### config.mk
export PLATFORM = sky130hd
export DESIGN_NAME = ram_parity_capture
export DESIGN_NICKNAME = d
export VERILOG_FILES = /design/src/rtl/rpc_pkg.sv /design/src/rtl/rpc_control.sv /design/src/rtl/rpc_datapath.sv /design/src/rtl/ram_parity_capture.sv
export SDC_FILE = /design/constraint.sdc
export NUM_CORES = 1
export LEC_CHECK = 0
export BUFFER_PORTS_ARGS = -buffer_cell sky130_fd_sc_hd__buf_2
export CAP_MARGIN = 20
export CORE_ASPECT_RATIO = 1.1
export CORE_UTILIZATION = 25
export CTS_CLUSTER_DIAMETER = 60
export DETAILED_ROUTE_END_ITERATION = 12
export SYNTH_ARGS = -nofsm -noshare
export SYNTH_HDL_FRONTEND = slang
export SYNTH_SLANG_ARGS = --single-unit
### constraint.sdc
create_clock -name clk -period 5.1 [get_ports clk]
set_clock_uncertainty 0.1 [all_clocks]
set_input_delay 0.255 -clock clk [delete_from_list [all_inputs] [get_ports clk]]
set_output_delay 0.255 -clock clk [all_outputs]
set_load 0.05 [all_outputs]
### src/rtl/rpc_pkg.sv
package rpc_pkg;
  localparam int LANES  = 4;
  localparam int LANE_W = 8;
  localparam int REG_W  = 16;

  // strobes from control to datapath for one cycle
  typedef struct packed {
    logic [LANES-1:0] clrMask;  // write-one-to-clear mask for the flags
    logic             addrWr;   // software write of capture bits
    logic             capture;  // latch the failing address this cycle
  } rpcCtrl_t;
endpackage

### src/rtl/rpc_control.sv
module rpc_control
  import rpc_pkg::*;
(
  input  logic             regWrEn,
  input  logic             regSel,
  input  logic [REG_W-1:0] regWrData,
  input  logic [LANES-1:0] flagsQ,
  input  logic             anyErr,
  output rpcCtrl_t         ctrl
);
  logic statusWr;
  logic [LANES-1:0] remaining;

  always_comb begin
    statusWr     = regWrEn && !regSel;
    ctrl.clrMask = statusWr ? regWrData[LANES-1:0] : '0;
    ctrl.addrWr  = regWrEn && regSel;
    // flags surviving this cycle's clear decide whether capture is armed
    remaining    = flagsQ & ~ctrl.clrMask;
    ctrl.capture = anyErr && (remaining == '0);
  end
endmodule

### src/rtl/rpc_datapath.sv
module rpc_datapath
  import rpc_pkg::*;
#(
  parameter int ADDR_W = 16,
  parameter int CAP_LO = 2,
  localparam int DATA_W = LANES * LANE_W,
  localparam int CAP_HI = REG_W - 2,
  localparam int CAP_W  = CAP_HI - CAP_LO + 1
) (
  input  logic              clk,
  input  logic              rstN,
  input  logic              ramRdValid,
  input  logic [ADDR_W-1:0] ramRdAddr,
  input  logic [DATA_W-1:0] ramRdData,
  input  logic [LANES-1:0]  ramRdPar,
  input  rpcCtrl_t          ctrl,
  input  logic              regRdEn,
  input  logic              regSel,
  input  logic [REG_W-1:0]  regWrData,
  output logic [LANES-1:0]  flagsQ,
  output logic [CAP_W-1:0]  addrQ,
  output logic              anyErr,
  output logic [REG_W-1:0]  regRdData
);
  logic [LANES-1:0] laneErr;

  for (genvar i = 0; i < LANES; i++) begin : g_lane
    assign laneErr[i] = ramRdValid && (^{ramRdData[i*LANE_W +: LANE_W], ramRdPar[i]});
  end

  assign anyErr = |laneErr;

  always_ff @(posedge clk or negedge rstN) begin
    if (!rstN) flagsQ <= '0;
    else       flagsQ <= (flagsQ & ~ctrl.clrMask) | laneErr;
  end

  always_ff @(posedge clk or negedge rstN) begin
    if (!rstN)             addrQ <= '0;
    else if (ctrl.capture) addrQ <= ramRdAddr[CAP_HI:CAP_LO];
    else if (ctrl.addrWr)  addrQ <= regWrData[CAP_HI:CAP_LO];
  end

  logic [REG_W-1:0] addrView, statusView;
  always_comb begin
    addrView   = {1'b1, addrQ, {CAP_LO{1'b0}}};
    statusView = {{(REG_W-LANES){1'b0}}, flagsQ};
    regRdData  = !regRdEn ? '0 : (regSel ? addrView : statusView);
  end
endmodule

### src/rtl/ram_parity_capture.sv
module ram_parity_capture
  import rpc_pkg::*;
#(
  parameter int ADDR_W = 16,
  parameter int CAP_LO = 2,
  localparam int DATA_W = LANES * LANE_W,
  localparam int CAP_W  = REG_W - 2 - CAP_LO + 1
) (
  input  logic              clk,
  input  logic              rstN,
  input  logic              ramRdValid,
  input  logic [ADDR_W-1:0] ramRdAddr,
  input  logic [DATA_W-1:0] ramRdData,
  input  logic [LANES-1:0]  ramRdPar,
  input  logic              regWrEn,
  input  logic              regRdEn,
  input  logic              regSel,
  input  logic [REG_W-1:0]  regWrData,
  output logic [REG_W-1:0]  regRdData
);
  rpcCtrl_t         ctrl;
  logic [LANES-1:0] flagsQ;
  logic [CAP_W-1:0] addrQ;
  logic             anyErr;

  rpc_control u_ctrl (
    .regWrEn(regWrEn), .regSel(regSel), .regWrData(regWrData),
    .flagsQ(flagsQ), .anyErr(anyErr), .ctrl(ctrl)
  );

  rpc_datapath #(.ADDR_W(ADDR_W), .CAP_LO(CAP_LO)) u_dp (
    .clk(clk), .rstN(rstN), .ramRdValid(ramRdValid), .ramRdAddr(ramRdAddr),
    .ramRdData(ramRdData), .ramRdPar(ramRdPar), .ctrl(ctrl),
    .regRdEn(regRdEn), .regSel(regSel), .regWrData(regWrData),
    .flagsQ(flagsQ), .addrQ(addrQ), .anyErr(anyErr), .regRdData(regRdData)
  );
endmodule

==> reports/qor.yml <==
status:
  outcome: "completed"
route:
  drtPass1Iterations: 4
  post_drt_wl_per_cell_um: 12.2
  vias_per_cell: 4.32
  routed-via-count: 1178
  drtIter0Drc: 33
  drt_wl_total_mm: 3.33
  antenna_violating_nets_post_route: 0
  route.detailed.drc: 0
clock_network:
  cts_hold_repair.buffers: 1
  cts.htree.levels: 1
  buffer_cell_driving_the_clock_tree_root: "clkbuf_8"
  ctsLongestPathBuffers: 2
  clock-sinks: 17
  tritoncts.num_buffers: 3
  worstSkewPairLatency_ps: 250
  tritoncts: "done"
  number_of_gates_resized_after_cts: 0
  worst_setup_hold_path_clk_slew_ps: 70
  post-cts-setup-buffer-count: 0
floorplan:
  core_footprint_sq_um: 5130
  die_height_um: 79.5
  initial_utilization_pct: 26.6
  num_rows: 27
  boundaryPins: 90
  dieWidth_um: 72.5
  fp.dieArea_sq_um: 5760
setup_path:
  timing.reg2reg.setup_slack_ps: 2850
  worstSetupStartpointType: "input pin"
  worst_path_dominant_cell_family: "simple AND/OR/NAND/NOR gates"
  crit_top_cell: "xnor2_1"
  setup.worst_path.class: "in -> reg"
  depth_of_the_worst_register_to_register_path: 4
  reg2reg_to: "u_dp.addrQ[12]$_DFFE_PN0P_"
  cp-end-kind: "register"
  critPathRequiredTime_ps: 5130
  cp_num_buf_inv: 1
  crit_path_max_incr_delay_ps: 710
  timing.rr.start: "u_dp.flagsQ[0]$_DFF_PN0_"
  worstPathArrival_ps: 2470
  critical_path.slowest_cell: "or3_1"
  timing.critical_path.cells: "buf_2 > xnor2_1 > xnor3_1 > xnor2_1 > nor4_1 > or3_1 > mux2_1"
  timing.critical_path.fanout_max: 13
timing:
  report.final.setup_viol: 0
  report.final.slew_viol_count: 0
  max_freq_mhz: 410
  fin_crit_sh_pct: 47.8
  grt_setup_unrepaired: "false"
  final-hold-violation-count: 0
  worst_slack_ps: 2660
  worst_slew_slack_as_a_fraction_of_its_limit_pct: 43.9
  finalSetupTns_ps: 0
  period_needed_ps: 2440
  worst_slew_pin_slew_ps: 841
power:
  power_density_nw_per_um2: 278
  netSwitchingPower_w: 0.000180
  static_leakage_nw: 1.03
  switching_share_pct: 34.3
  power.share.combinational_pct: 45.0
  total_power_w: 0.000524
  vdd.ir_drop.worst_mv: 0.106
  share_seq_of_total_power_pct: 35.7
  p_clk_share_pct: 19.3
  p_int_w: 0.000345
synthesis:
  synth_seq_area_share_pct: 31.2
  synth_seq_cells: 17
  mapped_cell_area_sq_um: 1370
  mapped_avg_cell_area_sq_um: 11.7
  syn_inst: 117
  synth.yosys.warnings: 0
  yosys.cell_types.count: 26
  postSynthNetCount: 191
finish:
  nFillCells: 538
  syn_to_final_growth_pct: 38.4
  antenna_cells_inserted: 0
  final_cell_area_sq_um: 1890
  final_layout_size_suffix_gt1_share_pct: 56.2
  final_nets: 276
global_route:
  overflow: 0
  global_route.usage.total_pct: 12.0
  first_global_vias: 1226
  antenna_violations_before_repair: 0
  grt_pass1_wl_mm: 5.35
  grt_start_max_net_pins: 19
placement:
  cell_area_after_placement_sq_um: 1830
  io_buffers: 85
  post-place-ws_ps: 2400
  dp_hpwl_mm: 2.46
  gpl.final_weighted_congestion: 0.727
hold_path:
  hold_path_end: "u_dp.addrQ[8]$_DFFE_PN0P_"
  hold_path_depth: 2
  hold_path_startpoint: "ramRdAddr[10]"
  min_delay_worst_type: "in -> reg"
run:
  drv_cap: 0
## cells in the final DEF (no fill, tap or decap)
cell type and count:
nor4_1 2, or3_1 1, xnor2_2 4, a222oi_1 1
and2_1 1, a21o_1 1, a22o_1 3, mux2_4 10
mux2i_1 2, nor2b_1 3, buf_2 85, mux2_1 3
dlygate4sd3_1 1, and3b_1 1, clkbuf_1 1, clkbuf_8 3
mux2_2 11, xnor2_1 16, nor3b_1 1, dfrtp_1 17
o21ai_0 4, xnor3_1 4, inv_1 4, xor2_1 4
nand2_1 6, a21oi_1 1, and3_1 11
## through the flow
| step | cells | utilization, % | hold slack (ps) |
|---|---|---|---|
| 6_report | 273 | 36.8 | 117 |
| 5_1_grt | 273 | 36.8 | 114 |
| 4_1_cts | 273 | 36.8 | 109 |
| 2_1_floorplan | 117 | - | -141 |
| 3_3_place_gp | 268 | 35.7 | 107 |
| 3_5_place_dp | 268 | 35.7 | 109 |
## power by group through the flow
| stage | Clock [W] | Sequential (W) | Combinational (W) |
|---|---|---|---|
| 6_report | 0.000101 | 0.000187 | 0.000236 |
| 5_1_grt | 0.000112 | 0.000191 | 0.000258 |
| 4_1_cts | 0.000107 | 0.000187 | 0.000240 |
| 3_5_place_dp | 0 | 0.000189 | 0.000238 |
| 3_3_place_gp | 0 | 0.000188 | 0.000236 |
| 2_1_floorplan | 0 | 0.000183 | 0.000178 |
## worst max-delay path by stage
stage,start,to,slack [ps],depth (start not counted)
after floorplan,ramRdData[17],u_dp.addrQ[0]$_DFFE_PN0P_,2950,8
after global placement,ramRdData[17],u_dp.addrQ[12]$_DFFE_PN0P_,2420,7
after detailed placement,ramRdData[17],u_dp.addrQ[9]$_DFFE_PN0P_,2400,7
after CTS,ramRdData[17],u_dp.addrQ[9]$_DFFE_PN0P_,2650,7
after global routing,ramRdData[17],u_dp.addrQ[12]$_DFFE_PN0P_,2520,7
final,ramRdData[17],u_dp.addrQ[12]$_DFFE_PN0P_,2660,7
## kinds of logic (layout without fill, tap and decap cells)
group / after synthesis / after routing / synth area share [%]
multiplexers: 26 / 26 / 24.0
XOR/XNOR: 28 / 28 / 24.2
AO/OA/AOI/OAI: 10 / 10 / 5.04
flip-flops: 17 / 17 / 31.2
AND/OR/NAND/NOR: 26 / 26 / 11.1
buffers and inverters: 10 / 94 / 4.49
## cell usage after synthesis
cell type,instances,area (sq um)
a21o_1,1,7.51
a21oi_1,1,5.00
a222oi_1,1,10.0
a22o_1,3,26.3
and2_1,1,6.26
and3_1,11,68.8
and3b_1,1,8.76
buf_12,1,20.0
buf_6,1,11.3
clkbuf_1,4,15.0
dfrtp_1,17,425
inv_1,4,15.0
mux2_1,3,33.8
mux2_2,11,124
mux2_4,10,150
mux2i_1,2,20.0
nand2_1,6,22.5
nor2b_1,3,18.8
nor3b_1,1,7.51
nor4_1,2,12.5
o21ai_0,4,20.0
or3_1,1,6.26
xnor2_1,16,140
xnor2_2,4,65.1
xnor3_1,4,90.1
xor2_1,4,35.0
## final cells by class
cell class	count	area (sq um)	share of cell area, %
flip-flops and latches	17	425	22.5
inverters	4	15.0	0.795
multi-input cells	90	878	46.5
clock buffers	4	45.0	2.38
well taps	72	90.1	4.77
repair buffers	86	435	23.0
## routing by layer
layer / routed length (um) / vias to the layer above / track usage (%)
met2: 1500 / 70 / 21.0
met5: 0 / - / 0
met3: 328 / 2 / 2.40
met1: 1490 / 532 / 14.7
met4: 12 / 0 / 3.33
li1: - / 574 / -
## sequential cells by signal (all words and copies together) (netlist names)
name and cells:
u_dp.addrQ 13, u_dp.flagsQ 4
Note: power is estimated with default switching activity, not from simulation.
